<file path="src/rtl/refdiv_pkg.sv">
package refdiv_pkg;
  localparam int unsigned RDIV_W = 15;
  localparam int unsigned PS_W   = 3;

  typedef enum logic [2:0] {
    PS_OFF  = 3'd0,
    PS_DIV1 = 3'd1,
    PS_DIV2 = 3'd2,
    PS_DIV4 = 3'd3,
    PS_DIV8 = 3'd4
  } ps_sel_e;
endpackage

</file>
<file path="src/rtl/refdiv_cfg.sv">
module refdiv_cfg #(
  parameter int unsigned CNT_W   = refdiv_pkg::RDIV_W,
  parameter int unsigned RESET_R = 5,
  parameter int unsigned MIN_R   = 5
) (
  input  logic             clk,
  input  logic             rst_n,
  input  logic             wr,
  input  logic [CNT_W-1:0] rdiv,
  input  logic             fr_en,
  input  logic [2:0]       refsel,
  output logic [CNT_W-1:0] r_act,
  output logic             fr_en_q,
  output logic [2:0]       sel_q,
  output logic             clamped
);
  localparam logic [CNT_W-1:0] MIN_V = CNT_W'(MIN_R);
  localparam logic [CNT_W-1:0] RST_V = CNT_W'(RESET_R);

  logic bad;
  assign bad = (rdiv != '0) ? (rdiv != CNT_W'(1) && rdiv < MIN_V) : 1'b1;

  always_ff @(posedge clk or negedge rst_n) begin
    if (!rst_n) begin
      r_act   <= RST_V;
      fr_en_q <= 1'b0;
      sel_q   <= refdiv_pkg::PS_DIV8;
      clamped <= 1'b0;
    end else if (wr) begin
      r_act   <= bad ? MIN_V : rdiv;
      fr_en_q <= fr_en;
      sel_q   <= refsel;
      clamped <= bad;
    end
  end

  // stored ratio is always 1 or at least the minimum
  p_legal_ratio_r4: assert property (@(posedge clk) disable iff (!rst_n)
    (r_act == CNT_W'(1)) || (r_act >= MIN_V));
  // flag set only by a write
  p_flag_by_write_r4: assert property (@(posedge clk) disable iff (!rst_n)
    $rose(clamped) |-> $past(wr));
endmodule

</file>
<file path="src/rtl/refdiv_counter.sv">
module refdiv_counter #(
  parameter int unsigned CNT_W   = refdiv_pkg::RDIV_W,
  parameter int unsigned RESET_R = 5
) (
  input  logic             clk,
  input  logic             rst_n,
  input  logic             tick,
  input  logic [CNT_W-1:0] r_act,
  input  logic             fr_en,
  output logic             ref_pulse,
  output logic             fr_out
);
  localparam logic [CNT_W-1:0] RST_V = CNT_W'(RESET_R);

  logic [CNT_W-1:0] cnt;
  logic             wrap;

  assign wrap = (cnt <= CNT_W'(1));

  always_ff @(posedge clk or negedge rst_n) begin
    if (!rst_n) begin
      cnt       <= RST_V;
      ref_pulse <= 1'b0;
      fr_out    <= 1'b0;
    end else begin
      ref_pulse <= tick & wrap;
      fr_out    <= tick & wrap & fr_en;
      if (tick) cnt <= wrap ? r_act : cnt - CNT_W'(1);
    end
  end

  // no strobe, no movement
  p_hold_r1: assert property (@(posedge clk) disable iff (!rst_n)
    !tick |=> $stable(cnt));
  // one step down per strobe away from the wrap point
  p_step_r1: assert property (@(posedge clk) disable iff (!rst_n)
    (tick && cnt > CNT_W'(1)) |=> cnt == $past(cnt) - CNT_W'(1));
  // reload always takes the stored ratio
  p_reload_r5: assert property (@(posedge clk) disable iff (!rst_n)
    (tick && cnt <= CNT_W'(1)) |=> cnt == $past(r_act));
  // a reference pulse is always caused by a strobe
  p_pulse_cause_r2: assert property (@(posedge clk) disable iff (!rst_n)
    ref_pulse |-> $past(tick));
  // monitor low while disabled
  p_fr_gate_r6: assert property (@(posedge clk) disable iff (!rst_n)
    !fr_en |=> !fr_out);
endmodule

</file>
<file path="src/rtl/refdiv_prescale.sv">
module refdiv_prescale #(
  parameter int unsigned PS_W = refdiv_pkg::PS_W
) (
  input  logic       clk,
  input  logic       rst_n,
  input  logic       tick,
  input  logic [2:0] sel,
  output logic       refout_pulse
);
  import refdiv_pkg::*;

  logic [PS_W-1:0] pc;
  logic [PS_W:0]   tap;

  assign tap[0] = 1'b1;
  for (genvar k = 1; k <= PS_W; k++) begin : g_tap
    assign tap[k] = &pc[k-1:0];
  end

  logic hit;
  always_comb begin
    unique case (sel)
      PS_DIV1: hit = tap[0];
      PS_DIV2: hit = tap[1];
      PS_DIV4: hit = tap[2];
      PS_DIV8: hit = tap[3];
      default: hit = 1'b0;
    endcase
  end

  always_ff @(posedge clk or negedge rst_n) begin
    if (!rst_n) begin
      pc           <= '0;
      refout_pulse <= 1'b0;
    end else begin
      refout_pulse <= tick & hit;
      if (tick) pc <= pc + PS_W'(1);
    end
  end

  // disabled selections keep the output low
  p_off_r8: assert property (@(posedge clk) disable iff (!rst_n)
    !(sel inside {PS_DIV1, PS_DIV2, PS_DIV4, PS_DIV8}) |=> !refout_pulse);
  // a prescaled pulse always follows a strobe
  p_cause_r7: assert property (@(posedge clk) disable iff (!rst_n)
    refout_pulse |-> $past(tick));
endmodule

</file>
<file path="src/rtl/refclk_divider.sv">
module refclk_divider #(
  parameter int unsigned CNT_W   = refdiv_pkg::RDIV_W,
  parameter int unsigned RESET_R = 5,
  parameter int unsigned MIN_R   = 5
) (
  input  logic             clk,
  input  logic             rst_n,
  input  logic             osc_tick,
  input  logic             cfg_wr,
  input  logic [CNT_W-1:0] cfg_rdiv,
  input  logic             cfg_fr_en,
  input  logic [2:0]       cfg_refsel,
  output logic             ref_pulse,
  output logic             fr_out,
  output logic             refout_pulse,
  output logic             rdiv_clamped
);
  logic [CNT_W-1:0] r_act;
  logic             fr_en_q;
  logic [2:0]       sel_q;

  refdiv_cfg #(.CNT_W(CNT_W), .RESET_R(RESET_R), .MIN_R(MIN_R)) u_cfg (
    .clk(clk), .rst_n(rst_n), .wr(cfg_wr), .rdiv(cfg_rdiv),
    .fr_en(cfg_fr_en), .refsel(cfg_refsel),
    .r_act(r_act), .fr_en_q(fr_en_q), .sel_q(sel_q), .clamped(rdiv_clamped)
  );

  refdiv_counter #(.CNT_W(CNT_W), .RESET_R(RESET_R)) u_cnt (
    .clk(clk), .rst_n(rst_n), .tick(osc_tick), .r_act(r_act),
    .fr_en(fr_en_q), .ref_pulse(ref_pulse), .fr_out(fr_out)
  );

  refdiv_prescale #(.PS_W(refdiv_pkg::PS_W)) u_ps (
    .clk(clk), .rst_n(rst_n), .tick(osc_tick), .sel(sel_q),
    .refout_pulse(refout_pulse)
  );

  // enabled monitor matches the reference pulse
  p_fr_mirror_r6: assert property (@(posedge clk) disable iff (!rst_n)
    fr_out |-> ref_pulse);
endmodule

</file>
<file path="config.mk">
export PLATFORM = sky130hd
export DESIGN_NAME = refclk_divider
export DESIGN_NICKNAME = d
export VERILOG_FILES = /design/src/rtl/refdiv_pkg.sv /design/src/rtl/refdiv_cfg.sv /design/src/rtl/refdiv_counter.sv /design/src/rtl/refdiv_prescale.sv /design/src/rtl/refclk_divider.sv
export SDC_FILE = /design/constraint.sdc
export NUM_CORES = 1
export LEC_CHECK = 0
export BUFFER_PORTS_ARGS = -buffer_cell sky130_fd_sc_hd__buf_4
export CAP_MARGIN = 10
export CELL_PAD_IN_SITES_DETAIL_PLACEMENT = 1
export CELL_PAD_IN_SITES_GLOBAL_PLACEMENT = 2
export CORE_MARGIN = 2
export CORE_UTILIZATION = 38
export CTS_CLUSTER_DIAMETER = 30
export CTS_CLUSTER_SIZE = 40
export DETAILED_ROUTE_END_ITERATION = 8
export HOLD_SLACK_MARGIN = 0.05
export PLACE_DENSITY = 0.86
export SETUP_SLACK_MARGIN = 0.2
export SLEW_MARGIN = 0
export SYNTH_ARGS = -nofsm -noshare
export SYNTH_HDL_FRONTEND = slang
export SYNTH_SLANG_ARGS = --single-unit
</file>
<file path="constraint.sdc">
create_clock -name clk -period 2.1 [get_ports clk]
set_clock_uncertainty 0.15 [all_clocks]
set_input_delay 0.105 -clock clk [delete_from_list [all_inputs] [get_ports clk]]
set_output_delay 0.105 -clock clk [all_outputs]
set_load 0.02 [all_outputs]
</file>
==> results.env, run 1 <==
STATUS='completed'
DIE_H_UM=77.0
CRIT_CHAIN='inv_2 -> ha_4 -> nor3b_4 -> nand4b_1 -> xnor2_2 -> mux2_4'
TIMING.MAX_CAP.VIOLATIONS=0
SYNTH_COMPOUND_GATE_AREA_SHARE=0.114
COMBINATIONAL_FAMILY_WITH_THE_MOST_AREA_AFTER_SYNTHESIS='simple AND/OR/NAND/NOR gates'
SYNTH.DISTINCT_CELLS=46
CTS_TREE='yes'
FINAL_UTIL=0.559
GRT_PASS1_VIAS=1892
INITIAL_CORE_UTIL=0.394
MAX_SLEW_VIO_COUNT=0
GATE_COUNT_OF_THE_MAPPED_NETLIST=167
NUMBER_OF_ANTENNA_VIOLATIONS_AT_THE_FIRST_CHECK_IN_GLOBAL_ROUTING=0
TRITONCTS_NUM_SINKS=41
CRITPATHMAXSTAGEDELAY_PS=430
POWER_mW=3.00
ANT_NETS=0
YOSYSWARNINGCOUNT=0
CHIPWIDTH_UM=77.0
FILL_CELLS=558
POST_DRT_VIA_CELL_RATIO=5.56
DRT_DRC_VIOLATIONS_LEFT=0
SYNTH.YOSYS.SEQ_AREA_SHARE=0.509
PATH_MAX_FANOUT=5
POST_LAYOUT_MIN_PERIOD_PS=1950
FINALSETUPVIOLATIONS=0
YOSYS_MOST_USED_DFF='sky130_fd_sc_hd__dfrtp_1'
MIN_PATH_TYPE='primary input to async pin'
GRT-OVFL-TOTAL=0
DRT_WL_TOTAL_UM=6370
IO_PINS=27
PLACEMENTROWS=26
SYNTH-EDFF-COUNT=0
DR_TOTAL_VIAS=1711
DP.FINAL_HPWL_UM=3600
POST_SYNTH_XOR_AREA_FRACTION=0.0346
CRITPATHCAPTURETYPE='flop'
NUMCTSBUFFERS=5
GLOBALPLACE.CONGESTION=0.813
DRT_PRE_ANTENNA_ITERS=4
WORST_SLEW_PIN_SLEW_PS=528
PORT_BUFFERS=26
GR-USAGE-ALL-LAYERS=0.222
CP.REQUIRED_PS=2130
CELLPOWERDENSITY_nW_PER_UM2=1040
HOLD_VIOLATIONS=0
VDD.IR_DROP.WORST_mV=0.478
NUM_ANTENNA_CELLS=0
WORST-ENDPOINT-ARRIVAL_PS=1980
CLOCK_INSERTION_DELAY_WORST_SKEW_PS=300
TIMING_WORST_SETUP_PATH_TYPE='flop to flop'
CTS.HTREE.LEVELS=2
MAPPEDNETLISTAREA_UM2=2030
HIGHEST_CLOCK_RATE_GHz=0.513
FP.COREAREA_UM2=5140
ASYNC_RESET_FF_FRAC=1.00
CRIT_BUF_INV=1
FP.DIEAREA_UM2=5930
TOTAL_LEAKAGE_POWER_nW=1.26
LAYOUT_WORST_PATH_CYCLE_SHARE=0.929
ROUTE.DETAILED.WL_PER_INST_UM=20.7
SLEW-LIMIT-HEADROOM=0.648
POST_SYNTH_MUX_AREA_SHARE=0.112
DETAILEDROUTE.FIRSTITERATIONVIOLATIONS=84
CLKSLEWWORSTSETUPHOLDPATHS_PS=80
GRT_FIRST_PASS_WIRELENGTH_UM=10000
SYN-NUM-NETS=194
FINAL_NETS=264
POSTSYNTHREGISTERBITS=41
CLOCK_PATH_BUFFERS=2
TIMING.CRITICAL_PATH.MAX_DELAY_FAMILY='simple AND/OR/NAND/NOR gates'
SYNTHADDERAREAFRAC=0.0247
CPMAXSTAGEDELAYCELL='sky130_fd_sc_hd__dfrtp_1'
SYNTH-SIMPLE-AREA-SHARE=0.179
POST_ROUTE_CELLS_DRIVE_ABOVE_1_SHARE=0.374
GRT_SETUP_UNREPAIRED='true'
SETUP.WORST_PATH.START_CLASS='flop'
SYN_AREA_PER_CELL_UM2=12.1
CTS_ROOT_BUFFER='sky130_fd_sc_hd__clkbuf_8'
SYN2LAYOUT_AREA_GROWTH_PCT=41.9
PIN_COUNT_OF_THE_BIGGEST_NET_ENTERING_GLOBAL_ROUTING=42
final timing paths:
check                      cells after the start  slack (ps)                 startpoint                         end
min in group clk                               5         210                cfg_rdiv[9]  u_cfg.r_act[0]$_DFFE_PN1P_
hold / removal                                 2         180                      rst_n    u_cnt.cnt[5]$_DFFE_PN0P_
setup reg to reg                               6         150   u_cnt.cnt[1]$_DFFE_PN0P_   u_cnt.cnt[10]$_DFFE_PN0P_
hold reg to reg                                1         370  u_cfg.fr_en_q$_DFFE_PN0P_      u_cnt.fr_out$_DFF_PN0_
max in group asynchronous                      2        1230                      rst_n  u_cfg.r_act[2]$_DFFE_PN1P_
setup / recovery                               6         150   u_cnt.cnt[1]$_DFFE_PN0P_   u_cnt.cnt[10]$_DFFE_PN0P_
repair_timing:
| action | in CTS | in global routing |
|---|---|---|
| resized for setup | 7 | 15 |
| setup endpoints to repair | 15 | 28 |
| hold buffers | 29 | 0 |
| pin swaps | 1 | 7 |
| setup buffers | 4 | 5 |
| endpoints found under the hold margin | 64 | 0 |
Yosys cell counts, types with 2 or more instances:
| cell type | instances | area, µm² |
|---|---|---|
| sky130_fd_sc_hd__dfrtp_1 | 36 | 901 |
| sky130_fd_sc_hd__a22o_1 | 10 | 87.6 |
| sky130_fd_sc_hd__mux2_2 | 9 | 101 |
| sky130_fd_sc_hd__nand2_1 | 9 | 33.8 |
| sky130_fd_sc_hd__nor2_1 | 9 | 33.8 |
| sky130_fd_sc_hd__mux2_4 | 7 | 105 |
| sky130_fd_sc_hd__xnor2_1 | 7 | 61.3 |
| sky130_fd_sc_hd__inv_1 | 6 | 22.5 |
| sky130_fd_sc_hd__nand4_1 | 6 | 37.5 |
| sky130_fd_sc_hd__clkbuf_1 | 5 | 18.8 |
| sky130_fd_sc_hd__dfstp_2 | 5 | 131 |
| sky130_fd_sc_hd__ha_1 | 4 | 50.1 |
| sky130_fd_sc_hd__nor4_1 | 4 | 25.0 |
| sky130_fd_sc_hd__a21oi_1 | 3 | 15.0 |
| sky130_fd_sc_hd__and3_1 | 3 | 18.8 |
| sky130_fd_sc_hd__nand3_1 | 3 | 15.0 |
| sky130_fd_sc_hd__nand3b_1 | 3 | 22.5 |
| sky130_fd_sc_hd__o211ai_1 | 3 | 22.5 |
| sky130_fd_sc_hd__mux2i_1 | 2 | 20.0 |
| sky130_fd_sc_hd__nor3_1 | 2 | 10.0 |
| sky130_fd_sc_hd__nor4_2 | 2 | 25.0 |
| sky130_fd_sc_hd__o21ai_0 | 2 | 10.0 |
| sky130_fd_sc_hd__o22ai_1 | 2 | 12.5 |
| sky130_fd_sc_hd__o311ai_0 | 2 | 17.5 |
| sky130_fd_sc_hd__o31ai_1 | 2 | 15.0 |
registers in the layout (all words and copies together), names as in the netlist:
register	flops
u_cnt.fr_out	1
u_cfg.fr_en_q	1
u_cnt.cnt	15
u_ps.refout_pulse	1
u_cfg.r_act	15
u_cfg.sel_q	3
u_ps.pc	3
u_cnt.ref_pulse	1
u_cfg.clamped	1
cells by family (layout without fill, tap and decap cells):
group / count (synthesis) / after routing
AO/OA/AOI/OAI: 31 / 31
XOR/XNOR: 8 / 8
flip-flops: 41 / 41
multiplexers: 18 / 18
buffers and inverters: 13 / 84
adder cells (fa/ha/maj): 4 / 4
AND/OR/NAND/NOR: 52 / 52
power breakdown:
part           switching (mW)  internal, mW  total [mW]
Combinational           0.527         0.624        1.15
Sequential              0.300          1.00        1.30
Clock                   0.280         0.269       0.549
final cells by class:
type                       instances  area (µm²)  share of cell area
clock buffer                       8        90.1              0.0313
inverter                           6        22.5             0.00783
multi-input combinational        113        1030               0.357
sequential                        41        1030               0.359
tap                               70        87.6              0.0305
timing repair buffer              70         614               0.214
through the flow:
step                      cells  worst slack, ps  instance area [µm²]  TNS, ps  hold WS (ps)
after CTS                   303              198                 2760        0           204
after global placement      262              138                 2330        0         -37.2
after floorplan             167              224                 2030        0          -341
after global routing        308              126                 2880        0           221
final                       308              150                 2880        0           183
after detailed placement    262            -6.09                 2330    -6.09         -28.8
cell usage in the layout (no fill, tap or decap), drive strengths merged, types with 2 or more instances in the layout:
master	instances
o211ai	3
mux2	16
nand2	9
and3	3
dlygate4sd3	29
inv	6
a21oi	3
o21ai	3
nand3b	3
a22o	10
dfrtp	36
nor3	3
ha	4
dfstp	5
nor4	7
buf	41
o311ai	2
xnor2	7
o22ai	2
mux2i	2
nand3	3
o31ai	2
nor2	10
clkbuf	8
nand4	7
per-layer routing:
| layer | track usage | wire length, µm | share of wire | vias to the layer above |
|---|---|---|---|---|
| met5 | 0 | 0 | 0 | - |
| met4 | 0.0875 | 180 | 0.028 | 0 |
| met3 | 0.0247 | 204 | 0.032 | 17 |
| met2 | 0.387 | 3370 | 0.53 | 49 |
| met1 | 0.281 | 2620 | 0.41 | 878 |
| li1 | - | - | - | 767 |
Note: power is estimated with default switching activity, not from simulation.
==> run 2: changes to the inputs <==
--- a/config.mk
+++ b/config.mk
@@ -5,19 +5,19 @@
 export SDC_FILE = /design/constraint.sdc
 export NUM_CORES = 1
 export LEC_CHECK = 0
+export ABC_AREA = 1
 export BUFFER_PORTS_ARGS = -buffer_cell sky130_fd_sc_hd__buf_4
 export CAP_MARGIN = 10
 export CELL_PAD_IN_SITES_DETAIL_PLACEMENT = 1
 export CELL_PAD_IN_SITES_GLOBAL_PLACEMENT = 2
 export CORE_MARGIN = 2
-export CORE_UTILIZATION = 38
+export CORE_UTILIZATION = 36
 export CTS_CLUSTER_DIAMETER = 30
 export CTS_CLUSTER_SIZE = 40
 export DETAILED_ROUTE_END_ITERATION = 8
 export HOLD_SLACK_MARGIN = 0.05
-export PLACE_DENSITY = 0.86
+export PLACE_DENSITY = 0.92
 export SETUP_SLACK_MARGIN = 0.2
-export SLEW_MARGIN = 0
 export SYNTH_ARGS = -nofsm -noshare
 export SYNTH_HDL_FRONTEND = slang
 export SYNTH_SLANG_ARGS = --single-unit
==> constraint.sdc (replaced) <==
create_clock -name clk -period 2.4 [get_ports clk]
set_clock_uncertainty 0.15 [all_clocks]
set_input_delay 0.12 -clock clk [delete_from_list [all_inputs] [get_ports clk]]
set_output_delay 0.12 -clock clk [all_outputs]
set_load 0.02 [all_outputs]
==> run 2 against run 1 <==
Design area shrank 4.8%. Total power shrank 34%. Global-route usage shrank 2.9 points. Non-clock buffer count shrank 17. Routed wire length shrank 13%. Clock power shrank 19%. Sequential share of layout area grew 1.8 points. Cell count grew 32%. Area after synthesis grew 5.9%. Die area grew 11%.
==> results.env, run 2 <==
STATUS='completed'
WORST_SLEW_PIN_SLEW_PS=534
MAX_SLEW_VIO_COUNT=0
POST_DP_CELL_AREA_UM2=2380
CTS_RESIZED=0
MOSTFREQUENTLAYOUTCELLS='sky130_fd_sc_hd__nand2_1 (110), sky130_fd_sc_hd__dfrtp_1 (36), sky130_fd_sc_hd__nand3_1 (31), sky130_fd_sc_hd__nor2_1 (27), sky130_fd_sc_hd__dlygate4sd3_1 (27)'
CTS_TREE='yes'
IO_PINS=27
DIE_H_UM=81.2
DETAILEDROUTE.FIRSTITERATIONVIOLATIONS=73
CELLPOWERDENSITY_nW_PER_UM2=727
TIMING_WORST_SETUP_PATH_TYPE='primary input to flop'
ROUTE.MET3.WL_UM=125
MAPPEDNETLISTAREA_UM2=2150
CRITPATHCAPTURETYPE='flop'
DP.FINAL_HPWL_UM=3810
DR_TOTAL_VIAS=1940
POST-SYNTH-TOP-COUNT-CELL='sky130_fd_sc_hd__nand2_1'
FINALINSTANCEAREA_UM2=2740
WORST_SLACK_PS=600
GLOBALPLACE.CONGESTION=0.778
DRT_DRC_VIOLATIONS_LEFT=0
FP.DIEAREA_UM2=6590
HOLD_VIOLATIONS=0
SYN-NUM-NETS=307
FILL_CELLS=701
BIGGESTREGSBYFLOPS='u_cfg.r_act (15), u_cnt.cnt (15)'
YOSYSWARNINGCOUNT=0
ROUTE.DETAILED.WL_PER_INST_UM=13.6
WL_MET1_UM=2650
CHIPWIDTH_UM=81.2
GRT-OVFL-TOTAL=0
NETLIST.TOP_CELL.BY_AREA='sky130_fd_sc_hd__dfrtp_1'
MOST_COMMON_CELL_AFTER_LAYOUT_FILL_AND_TAPS_ASIDE='sky130_fd_sc_hd__nand2_1'
POSTCTSSETUPBUFFERS=0
SYNTH-EDFF-COUNT=0
PIN_COUNT_OF_THE_BIGGEST_NET_ENTERING_GLOBAL_ROUTING=42
ROUTED-WL-MET2_UM=2690
SYN2LAYOUT_AREA_GROWTH_PCT=27.5
WORST-ENDPOINT-ARRIVAL_PS=1830
GATE_COUNT_OF_THE_MAPPED_NETLIST=280
SLEW-LIMIT-HEADROOM=0.644
DP_WORST_SETUP_SLACK_PS=671
CLOCK_PATH_BUFFERS=2
TRITONCTS_NUM_SINKS=41
TIMING.MAX_CAP.VIOLATIONS=0
ANT_NETS=0
SYNTH_COMMON_CELLS='sky130_fd_sc_hd__nand2_1 (110), sky130_fd_sc_hd__dfrtp_1 (36), sky130_fd_sc_hd__nand3_1 (31)'
NUM_ANTENNA_CELLS=0
PORT_BUFFERS=26
GRT_PASS1_VIAS=2058
NETLIST_TOP_CELLS_AREA='sky130_fd_sc_hd__dfrtp_1 (42%), sky130_fd_sc_hd__nand2_1 (19%), sky130_fd_sc_hd__nand3_1 (7.2%), sky130_fd_sc_hd__dfstp_2 (6.1%), sky130_fd_sc_hd__nor2_1 (4.7%)'
DRT_WL_TOTAL_UM=5530
SYNTH.DISTINCT_CELLS=25
DRT_PRE_ANTENNA_ITERS=4
SYN_AREA_PER_CELL_UM2=7.66
CTS.HTREE.LEVELS=2
CTS_ROOT_BUFFER='sky130_fd_sc_hd__clkbuf_8'
SYNTH.YOSYS.SEQ_AREA_SHARE=0.481
INITIAL_CORE_UTIL=0.367
YOSYS.AREA.TOP_TYPE_SHARE=0.420
SETUP.WORST_PATH.START_CLASS='primary input'
CLKSLEWWORSTSETUPHOLDPATHS_PS=80
FP.COREAREA_UM2=5850
YOSYS_MOST_USED_DFF='sky130_fd_sc_hd__dfrtp_1'
ASYNC_RESET_FF_FRAC=1.00
GR-USAGE-ALL-LAYERS=0.193
POST_ROUTE_CELLS_DRIVE_ABOVE_1_SHARE=0.141
HIGHEST_CLOCK_RATE_GHz=0.556
GRT_SETUP_UNREPAIRED='false'
TOTAL_LEAKAGE_POWER_nW=1.35
VDD.IR_DROP.WORST_mV=0.328
LAYOUT_WORST_PATH_CYCLE_SHARE=0.750
NUMBER_OF_ANTENNA_VIOLATIONS_AT_THE_FIRST_CHECK_IN_GLOBAL_ROUTING=0
DR.MAX_LAYER_USED='met4'
PATH_MAX_FANOUT=20
POST_LAYOUT_MIN_PERIOD_PS=1800
CP.REQUIRED_PS=2430
POSTSYNTHREGISTERBITS=41
TNS_PS=0
NUMCTSBUFFERS=5
PLACEMENTROWS=28
POST_DRT_VIA_CELL_RATIO=4.75
MIN_PATH_TYPE='primary input to flop'
FINAL_NETS=359
CLOCK_INSERTION_DELAY_WORST_SKEW_PS=290
POWER_mW=1.99
GRT_FIRST_PASS_WIRELENGTH_UM=9670
FINALSETUPVIOLATIONS=0
[run 2: routing by layer]
layer,vias up,global-route usage
li1,971,-
met1,935,0.253
met2,29,0.325
met3,5,0.0311
met4,0,0.0610
met5,-,0
[run 2: power by group]
group,internal [mW],total [mW],switching (mW)
Sequential,0.836,0.970,0.134
Clock,0.206,0.446,0.240
Combinational,0.246,0.572,0.326
[run 2: cell type report]
class / instances / area [µm²] / area share
Clock inverter: 1 / 7.51 / 0.00274
Clock buffer: 7 / 76.3 / 0.0279
Timing Repair Buffer: 53 / 465 / 0.170
Inverter: 26 / 103 / 0.0375
Multi-Input combinational cell: 205 / 958 / 0.350
Sequential cell: 41 / 1030 / 0.377
Tap cell: 75 / 93.8 / 0.0343
[run 2: worst max-delay path, stage by stage]
cell                            delay, ps
sky130_fd_sc_hd__dlygate4sd3_1        530
sky130_fd_sc_hd__buf_4                260
sky130_fd_sc_hd__inv_1                290
sky130_fd_sc_hd__nor2_1               160
sky130_fd_sc_hd__nand3_1              100
sky130_fd_sc_hd__nor2_1               140
sky130_fd_sc_hd__nand3_1              100
sky130_fd_sc_hd__nand3_1               90
sky130_fd_sc_hd__nand2_1               50
[run 2: per-stage QoR]
stage,utilization,hold WS (ps),instances
after detailed placement,0.407,-10.5,373
after CTS,0.468,50.3,408
after floorplan,-,-326,280
after global placement,0.407,-7.43,373
after global routing,0.468,70.4,408
final,0.468,54.6,408
[run 2: cells by family after synthesis]
kind of cell / count (synthesis) / synth area share
AND/OR/NAND/NOR: 181 / 0.359
adder cells (fa/ha/maj): 4 / 0.0233
flip-flops: 41 / 0.481
XOR/XNOR: 7 / 0.0286
buffers and inverters: 34 / 0.0723
AO/OA/AOI/OAI: 13 / 0.0362
[run 2: worst paths after layout]
path / startpoint / endpoint / slack, ps / depth (start not counted)
setup / recovery: osc_tick / u_cnt.cnt[13]$_DFFE_PN0P_ / 600 / 9
hold / removal: cfg_wr / u_cfg.r_act[12]$_DFFE_PN0P_ / 50 / 3
setup reg to reg: u_cnt.cnt[6]$_DFFE_PN0P_ / u_cnt.cnt[7]$_DFFE_PN0P_ / 640 / 9
hold reg to reg: u_ps.pc[1]$_DFFE_PN0P_ / u_ps.pc[1]$_DFFE_PN0P_ / 330 / 2
max in group asynchronous: rst_n / u_cnt.cnt[2]$_DFFE_PN1P_ / 1500 / 2
min in group asynchronous: rst_n / u_cfg.r_act[1]$_DFFE_PN0P_ / 230 / 2
[run 2: what timing repair did]
action | CTS | global route
hold buffers | 27 | 0
hold endpoints to repair | 62 | 0
setup endpoints to repair | 0 | 0
